File: src/rtl/fbus_pkg.sv
package fbus_pkg;

    // control vector bit positions after synchronization
    localparam int CTL_W   = 4;
    localparam int CTL_CE  = 3;
    localparam int CTL_OE  = 2;
    localparam int CTL_WE  = 1;
    localparam int CTL_RST = 0;

    // conservative power-up view: deselected, strobe assumed low, reset asserted
    localparam logic [CTL_W-1:0] CTL_PWRUP = 4'b1100;

    localparam logic [6:0] ID_MFR_BODY = 7'h5A;
    localparam logic [6:0] ID_DEV_BODY = 7'h0B;
    localparam logic [6:0] ID_RSV_BODY = 7'h00;

    // attach an odd-parity bit in position 7
    function automatic logic [7:0] id_with_parity(input logic [6:0] body);
        return {~^body, body};
    endfunction

    function automatic logic [7:0] id_lookup(input logic [1:0] sel);
        logic [7:0] r;
        if (sel[1])
            r = id_with_parity(ID_RSV_BODY);
        else if (sel[0])
            r = id_with_parity(ID_DEV_BODY);
        else
            r = id_with_parity(ID_MFR_BODY);
        return r;
    endfunction

endpackage

File: src/rtl/fbus_sync.sv
module fbus_sync #(
    parameter int              W       = 1,
    parameter int              STAGES  = 2,
    parameter logic [W-1:0]    RST_VAL = '0
) (
    input  logic         clk,
    input  logic         rst,
    input  logic [W-1:0] d,
    output logic [W-1:0] q
);
    logic [STAGES-1:0][W-1:0] chain;

    genvar s;
    generate
        for (s = 0; s < STAGES; s++) begin : g_stage
            if (s == 0) begin : g_first
                always_ff @(posedge clk) begin
                    if (rst) chain[s] <= RST_VAL;
                    else     chain[s] <= d;
                end
            end else begin : g_next
                always_ff @(posedge clk) begin
                    if (rst) chain[s] <= RST_VAL;
                    else     chain[s] <= chain[s-1];
                end
            end
        end
    endgenerate

    assign q = chain[STAGES-1];
endmodule

File: src/rtl/fbus_we_filter.sv
module fbus_we_filter
    import fbus_pkg::*;
#(
    parameter int AW     = 18,
    parameter int WE_MIN = 4
) (
    input  logic             clk,
    input  logic             rst,
    input  logic [CTL_W-1:0] ctl_s,
    input  logic [AW-1:0]    addr_s,
    input  logic [7:0]       data_s,
    output logic             wr_busy,
    output logic             wr_stb,
    output logic [AW-1:0]    wr_addr,
    output logic [7:0]       wr_data
);
    localparam int CW = $clog2(WE_MIN + 1);
    localparam logic [CW-1:0] CNT_FULL = CW'(WE_MIN);

    logic          ce_n_s, oe_n_s, we_n_s, rst_n_s;
    logic [CW-1:0] low_cnt;
    logic          spoiled;
    logic          lockout;
    logic          accept;

    assign ce_n_s  = ctl_s[CTL_CE];
    assign oe_n_s  = ctl_s[CTL_OE];
    assign we_n_s  = ctl_s[CTL_WE];
    assign rst_n_s = ctl_s[CTL_RST];

    // rising edge of a long-enough, clean low phase in the write combination
    assign accept = we_n_s && (low_cnt == CNT_FULL) && !spoiled && !lockout
                    && !ce_n_s && oe_n_s && rst_n_s;

    assign wr_busy = !we_n_s && (low_cnt == CNT_FULL) && !spoiled;

    always_ff @(posedge clk) begin
        if (rst) begin
            low_cnt <= '0;
            spoiled <= 1'b0;
            lockout <= 1'b1;
            wr_stb  <= 1'b0;
            wr_addr <= '0;
            wr_data <= '0;
        end else begin
            wr_stb <= 1'b0;
            if (we_n_s) begin
                if (accept) begin
                    wr_stb  <= 1'b1;
                    wr_addr <= addr_s;
                    wr_data <= data_s;
                end
                low_cnt <= '0;
                spoiled <= 1'b0;
                lockout <= 1'b0;
            end else begin
                if (!rst_n_s)
                    low_cnt <= '0;
                else if (low_cnt != CNT_FULL)
                    low_cnt <= low_cnt + 1'b1;
                if (ce_n_s || !oe_n_s || !rst_n_s || lockout)
                    spoiled <= 1'b1;
            end
        end
    end

    AST_STB_SINGLE: assert property (@(posedge clk) disable iff (rst)
        wr_stb |=> !wr_stb);
    AST_STB_WRITE_COMBO: assert property (@(posedge clk) disable iff (rst)
        wr_stb |-> $past(!ce_n_s && oe_n_s));
    AST_SHORT_PULSE_DROPPED: assert property (@(posedge clk) disable iff (rst)
        (we_n_s && low_cnt != CNT_FULL) |=> !wr_stb);
    AST_PWRUP_LOCKOUT: assert property (@(posedge clk) disable iff (rst)
        lockout |=> !wr_stb);
endmodule

File: src/rtl/fbus_read_path.sv
module fbus_read_path
    import fbus_pkg::*;
#(
    parameter int AW = 18
) (
    input  logic             clk,
    input  logic             rst,
    input  logic [CTL_W-1:0] ctl_s,
    input  logic [AW-1:0]    addr_s,
    input  logic             wr_busy,
    input  logic             id_mode,
    input  logic [7:0]       array_data,
    output logic [7:0]       dq_o,
    output logic             dq_en,
    output logic             to_read
);
    logic drive_ok;
    logic from_id;

    assign drive_ok = !ctl_s[CTL_CE] && !ctl_s[CTL_OE] && ctl_s[CTL_RST] && !wr_busy;

    always_ff @(posedge clk) begin
        if (rst) begin
            dq_en   <= 1'b0;
            dq_o    <= '0;
            from_id <= 1'b0;
            to_read <= 1'b1;
        end else begin
            dq_en   <= drive_ok;
            dq_o    <= id_mode ? id_lookup(addr_s[1:0]) : array_data;
            from_id <= id_mode;
            to_read <= !ctl_s[CTL_RST];
        end
    end

    AST_DRIVE_NEEDS_SELECT: assert property (@(posedge clk) disable iff (rst)
        dq_en |-> $past(!ctl_s[CTL_CE] && !ctl_s[CTL_OE]));
    AST_ID_ODD_PARITY: assert property (@(posedge clk) disable iff (rst)
        (dq_en && from_id) |-> (^dq_o));
    AST_RESET_PIN_QUIET: assert property (@(posedge clk) disable iff (rst)
        !ctl_s[CTL_RST] |=> (!dq_en && to_read));
endmodule

File: src/rtl/fbus_frontend.sv
module fbus_frontend
    import fbus_pkg::*;
#(
    parameter int AW          = 18,
    parameter int SYNC_STAGES = 2,
    parameter int WE_MIN      = 4
) (
    input  logic          clk,
    input  logic          rst,
    input  logic          ce_n,
    input  logic          oe_n,
    input  logic          we_n,
    input  logic          hwrst_n,
    input  logic [AW-1:0] addr,
    input  logic [7:0]    dq_i,
    input  logic          id_mode,
    input  logic [7:0]    array_data,
    output logic [7:0]    dq_o,
    output logic          dq_en,
    output logic [AW-1:0] rd_addr,
    output logic          wr_stb,
    output logic [AW-1:0] wr_addr,
    output logic [7:0]    wr_data,
    output logic          to_read
);
    localparam int PW = AW + 8;

    logic [CTL_W-1:0] ctl_s;
    logic [PW-1:0]    bus_s;
    logic [AW-1:0]    addr_s;
    logic [7:0]       data_s;
    logic             wr_busy;

    fbus_sync #(.W(CTL_W), .STAGES(SYNC_STAGES), .RST_VAL(CTL_PWRUP)) u_ctl_sync (
        .clk (clk),
        .rst (rst),
        .d   ({ce_n, oe_n, we_n, hwrst_n}),
        .q   (ctl_s)
    );

    // address and data follow the same delay so they stay aligned with the strobe
    fbus_sync #(.W(PW), .STAGES(SYNC_STAGES), .RST_VAL('0)) u_bus_sync (
        .clk (clk),
        .rst (rst),
        .d   ({addr, dq_i}),
        .q   (bus_s)
    );

    assign addr_s  = bus_s[PW-1:8];
    assign data_s  = bus_s[7:0];
    assign rd_addr = addr_s;

    fbus_we_filter #(.AW(AW), .WE_MIN(WE_MIN)) u_we_filter (
        .clk     (clk),
        .rst     (rst),
        .ctl_s   (ctl_s),
        .addr_s  (addr_s),
        .data_s  (data_s),
        .wr_busy (wr_busy),
        .wr_stb  (wr_stb),
        .wr_addr (wr_addr),
        .wr_data (wr_data)
    );

    fbus_read_path #(.AW(AW)) u_read_path (
        .clk        (clk),
        .rst        (rst),
        .ctl_s      (ctl_s),
        .addr_s     (addr_s),
        .wr_busy    (wr_busy),
        .id_mode    (id_mode),
        .array_data (array_data),
        .dq_o       (dq_o),
        .dq_en      (dq_en),
        .to_read    (to_read)
    );

    AST_PWR_RESET_STATE: assert property (@(posedge clk)
        $past(rst) |-> (!dq_en && !wr_stb && to_read));
    AST_NO_WRITE_IN_PIN_RESET: assert property (@(posedge clk) disable iff (rst)
        !ctl_s[CTL_RST] |=> !wr_stb);
endmodule

File: config.mk
export PLATFORM = sky130hd
export DESIGN_NAME = fbus_frontend
export DESIGN_NICKNAME = d
export VERILOG_FILES = /design/src/rtl/fbus_pkg.sv /design/src/rtl/fbus_sync.sv /design/src/rtl/fbus_we_filter.sv /design/src/rtl/fbus_read_path.sv /design/src/rtl/fbus_frontend.sv
export SDC_FILE = /design/constraint.sdc
export NUM_CORES = 1
export LEC_CHECK = 0
export ABC_AREA = 1
export CAP_MARGIN = 20
export CORE_MARGIN = 5
export CORE_UTILIZATION = 50
export CTS_BUF_LIST = sky130_fd_sc_hd__clkbuf_8
export CTS_CLUSTER_SIZE = 30
export DETAILED_ROUTE_END_ITERATION = 10
export DONT_BUFFER_PORTS = 1
export PLACE_DENSITY = 0.62
export SYNTH_ARGS = -nofsm -noshare
export SYNTH_HDL_FRONTEND = slang
export SYNTH_SLANG_ARGS = --single-unit
File: constraint.sdc
create_clock -name clk -period 1.4 [get_ports clk]
set_input_delay 0.35 -clock clk [delete_from_list [all_inputs] [get_ports clk]]
set_output_delay 0.35 -clock clk [all_outputs]
set_load 0.02 [all_outputs]
== Yosys cells after proc, flatten, opt, wreduce, memory -nomap -nowiden ==
Cells that the tools add are included.

* Logic and storage cells: 47
* Output and inout port bits: 55
* Register bits: 102
* Input bits: 41

* Equality and inequality tests: 2
* Bitwise logic cells: 2
* $add $sub $neg: 1
* Multiplexer cells: 4
* Reduce and logical (&&, ||, !) cells: 25

{| class="wikitable"
|+ Operator list
! cell !! count
|-
| $mux 8 || 3
|-
| $logic_and 1x1->1 || 11
|-
| $logic_not 1->1 || 7
|-
| $reduce_or 2->1 || 2
|-
| $add 3x1->3 const B || 1
|-
| $eq 3x3->1 const B || 1
|-
| $logic_or 1x1->1 || 3
|-
| $ne 3x3->1 const B || 1
|-
| $reduce_or 3->1 || 1
|-
| $not 1->1 || 2
|-
| $reduce_and 2->1 || 1
|-
| $mux 1 || 1
|}

== Depth between registers and ports, before layout ==
* Depth after elaboration: 8
* Depth in mapped cells: 9
* Gate-level depth less buffers: 8

== By module ==
A second synthesis with hierarchy kept.

* Cells, all modules: 466
* Area total of the unflattened synthesis: 3696.0 um^2

{| class="wikitable"
|+ Modules (own cells, without submodules)
! module !! sequential area each (um^2) !! area an instance (um^2) !! cells each !! times used
|-
| fbus_sync at u_bus_sync || 1041.0 || 1694.1 || 188 || 1
|-
| fbus_we_filter || 640.6 || 1413.9 || 207 || 1
|-
| fbus_read_path || 200.2 || 334.1 || 42 || 1
|-
| fbus_sync at u_ctl_sync || 160.2 || 254.0 || 29 || 1
|}

== Worst setup path after synthesis ==
Ideal clock, no wire load.

* Path type: register to register
* Start: register u_we_filter.low_cnt[0]
* End: register u_we_filter.wr_addr[10]
* Required time: 1.287 ns
* Stages on the path, launching flop included: 10
* Period minus slack after synthesis: 1.258 ns
* Data arrival time: 1.145 ns
* Path slack: 0.142 ns
* Path buffers: 1
* Setup time: 0.113 ns
* Path through: dfxtp_1 -> inv_1 -> ha_1 -> nand2_2 -> inv_2 -> nand2_2 -> nor2_4 -> buf_6 -> nor2_1 -> nor2_1

* Longest elaborated chain between the ends: 8

{| class="wikitable"
|+ RTL lines
! item !! line !! source
|-
| start, declared || fbus_we_filter.sv:21 || <nowiki>logic [CW-1:0] low_cnt;</nowiki>
|-
| start signal, assigned || fbus_we_filter.sv:60 || <nowiki>low_cnt <= low_cnt + 1'b1;</nowiki>
|-
| $eq 3x3->1 || fbus_we_filter.sv:32 || <nowiki>assign accept = we_n_s && (low_cnt == CNT_FULL) && !spoiled && !lockout</nowiki>
|-
| $logic_and 1x1->1 (3 in series) || fbus_we_filter.sv:32 ||
|-
| $logic_and 1x1->1 (3 in series) || fbus_we_filter.sv:33 || <nowiki>&& !ce_n_s && oe_n_s && rst_n_s;</nowiki>
|-
| $reduce_and 2->1 (no source line) || -- ||
|-
| end signal, assigned || fbus_we_filter.sv:50 || <nowiki>wr_addr <= addr_s;</nowiki>
|-
| end, declared || fbus_we_filter.sv:14 || <nowiki>output logic [AW-1:0] wr_addr,</nowiki>
|}

Every way passes these cells.
A chain may end at the register's enable or synchronous reset.

== Worst setup path in the final report ==
* Start: register u_we_filter.low_cnt[1]
* End: register u_we_filter.wr_addr[2]

Same word-level chain as after synthesis.

==> metrics.md <==
| Metric | Value |
|---|---|
| Hold Crit Start | rst |
| Register area | 2040 um2 |
| Critical Path Max Stage Delay | 340 ps |
| Die W | 94.1 um |
| Grt total ovfl | 0 |
| Hold Path Depth | 1 |
| Total die area | just under 9000 um2 |
| Drt pass-1 iters | 4 |
| Syn avg cell area | ~8.0 um2 |
| Leak | 0.00177 uW |
| Yosys top cell area share | approximately 58% |
| Failing checks | negative setup slack |
| Final #Nets | 478 |
| Vias per inst | about 4.3 |
| Core Area | between 6000 and 7000 um2 |
| Area leader, netlist | dfxtp_1 |
| Later-pin clock latency in the skew report | between 300 and 400 ps |
| RR Startpoint | u_we_filter.low_cnt[1] |
| Final Setup Violations | 9 |
| RR Endpoint | u_we_filter.wr_addr[2] |
| Vias | 2323 |
| Mapped Cells | about 440 |
| Starting DRT DRC Count | roughly 120 |
| Routed WL per cell | between 10 and 15 um |
| Seq cells post-synth | a little over 100 |
| Rel. slew slack | around 77% |
| Crit path cell chain | inv_2, ha_4, nand2_4, buf_6, nor2_4, clkbuf_16, nand3_1, nand2_1, nor2_1 |
| Startpoint types | flip-flop |
| Fillers | 658 |
| Critical path arrival | ~1700 ps |
| Cell area after layout | 3840 um2 |
| Worst VDD drop | ~0.73 mV |
| Instance area at placement | 3520 um2 |
| Worst-case clock skew | 12.1 ps |
| HPWL after detailed placement | 4.12 mm |
| Sequential share of the synthesized area | 57.8% |
| Number of global-route vias before repair | between 2000 and 2500 |
| Worst Path Max Fanout | 7 |
| Hold EP | u_bus_sync.q[6] |
| Tcrit/Tclk final | 101% |
| Pin count of the biggest net entering global routing | 65 |
| Slowest-stage cell, CP | dfxtp_2 |
| Worst slew pin tran | 347 ps |
| Post-layout util | ~56% |
| RSZ-0062 raised after global routing | true |
| Crit path capture type | flip-flop |
| Post-synth top cells | nor2_1 (113), dfxtp_1 (102), inv_1 (93) |
| Max cap viols | 0 |
| Count leader, synth | nor2_1 |
| Area of the multi-input gates | 941 um2 |
| Floorplan row count | 30 |
| Ys Warns | 0 |
| CTS H-tree lvls | 3 |
| Reg2reg setup slack | -10 ps |
| Initial Util | ~52% |
| Final WL | approximately 6.3 mm |
| Hold Vio Cnt, Final | 0 |
| Clock-pin slew on the worst setup and hold paths | 90 ps |
| Diode count | 0 |
| Critical path data required time | around 1700 ps |
| Minimum clock period | between 1000 and 1500 ps |
| Distinct cells, synth | 22 |
| Fmax | a little over 700 MHz |
| CTS tree | done |
| Setup_tns | -46.7 ps |
| Gr usage total | between 10 and 15% |
| Most used DFF post-synth | dfxtp_1 |
| P&R area growth vs syn | 8.78% |
| Global-route wire length before repair | 9.50 mm |
| R2R cell count | 9 |
| Layout cells sized above 1 | between 10 and 15% |
| Initial antenna violation count | 0 |
| Detailed-route DRC error count | 0 |
| Worst hold margin | slightly above 60 ps |
| Largest cells by area after synthesis | dfxtp_1 (58%), nor2_1 (12%), inv_1 (9.9%) |
| Antenna Nets Post-Route | 0 |
| Max Root-Sink Buffers | 2 |
| Mapped Nets | 484 |
| Fraction of registers with async set/reset | 0% |
| Gpl congestion | ~0.73 |
| Hold Path Class | input port to flip-flop |
| Ports | 96 |
| CTS Buf Count | 9 |
| Post-Syn Area | roughly 3500 um2 |
| Port buffer count | 0 |
| Pwr dens | between 1000 and 1500 nW/um2 |
| Root Driver | clkbuf_8 |
| CP Class | flip-flop to flip-flop |
| Final worst-path setup slack | -11.7 ps |
| Final Max Slew Viols | 0 |
| Clock sinks | roughly 100 |
| EDFF count, synth | 0 |
| Vert. Die Dim | approximately 94 um |
| Status | complete, but fails checks |
-- through the flow --
step / instances / power [uW] / setup WS (ps)
floorplan: 441 / 3320 / 142
global placement: 513 / 3300 / -35.5
detailed placement: 513 / 3310 / -86.0
CTS: 530 / 5050 / 24.9
global route: 536 / 5220 / -85.6
finish: 536 / 4990 / -11.7
-- how the worst max path moves through the flow --
stage / start / to
detailed placement: u_we_filter.low_cnt[1] / u_we_filter.wr_addr[0]
finish: u_we_filter.low_cnt[1] / u_we_filter.wr_addr[2]
global placement: u_we_filter.low_cnt[1] / u_we_filter.wr_data[0]
global route: u_we_filter.low_cnt[1] / u_we_filter.wr_addr[16]
floorplan: u_we_filter.low_cnt[0] / u_we_filter.wr_addr[10]
CTS: u_we_filter.low_cnt[1] / u_we_filter.wr_addr[0]
-- sequential cells by signal, summed over array words and instances, names as in the netlist --
name / cells
u_bus_sync.chain: 26
u_bus_sync.q: 26
u_we_filter.wr_addr: 18
u_read_path.dq_o: 8
u_we_filter.wr_data: 8
u_ctl_sync.chain: 4
u_ctl_sync.q: 4
u_we_filter.low_cnt: 3
u_read_path.dq_en: 1
u_read_path.to_read: 1
u_we_filter.lockout: 1
u_we_filter.spoiled: 1
u_we_filter.wr_stb: 1
-- area by class of cell --
cell class	instances	share of cell area, %
Sequential cell	102	53.2
Multi-Input combinational cell	210	24.5
Inverter	96	9.38
Timing Repair Buffer	16	4.88
Clock buffer	9	3.22
Tap cell	96	3.12
Clock inverter	7	1.76
-- report_power, final --
group | switching (uW) | internal [uW] | total (uW)
Combinational | 90.2 | 66.5 | 157
Clock | 934 | 817 | 1750
Sequential | 82.7 | 3000 | 3080
-- layer usage --
metal	track usage, %	wire length (um)	vias to the layer above
met4	3.97	75	0
met5	0	0	-
met1	16.1	2610	994
met3	7.61	687	8
met2	22.5	2970	80
li1	-	-	1241
-- worst max-delay path: cells and delay by family (launching register included) --
kind | cells | cell delay [ps]
AND/OR/NAND/NOR | 5 | 430
buffers and inverters | 3 | 400
adder cells (fa/ha/maj) | 1 | 140
flip-flops | 1 | 340
-- cell usage in the layout (no fill, tap or decap), types with 3 or more instances in the layout --
| cell type | Yosys | layout |
|---|---|---|
| or2_2 | 5 | 5 |
| nor3_1 | 3 | 3 |
| nor2_1 | 113 | 113 |
| a21oi_1 | 3 | 3 |
| nand2_1 | 37 | 37 |
| inv_2 | 2 | 4 |
| dfxtp_1 | 102 | 101 |
| nand3_1 | 31 | 30 |
| clkbuf_8 | 0 | 9 |
| o21ai_0 | 6 | 6 |
| buf_4 | 20 | 10 |
| inv_1 | 93 | 93 |
| nor2_4 | 2 | 3 |
-- cell families after synthesis --
kind of cell | count (synthesis) | share of synthesized area [%]
DFF | 102 | 57.8
and+or+nand+nor | 196 | 23.2
xor gates and xnor gates | 1 | 0.248
adders and majority gates | 2 | 0.708
buffers and inverters | 130 | 16.5
AOI/OAI and AO/OA | 10 | 1.56
-- timing repair --
item	in CTS	in global routing
pin swaps	0	2
gates cloned	1	3
buffers inserted	0	3
hold buffers	0	0
endpoints found under the setup margin	26	26
gates resized for setup	1	8
Power figures use the tool's default switching activity.
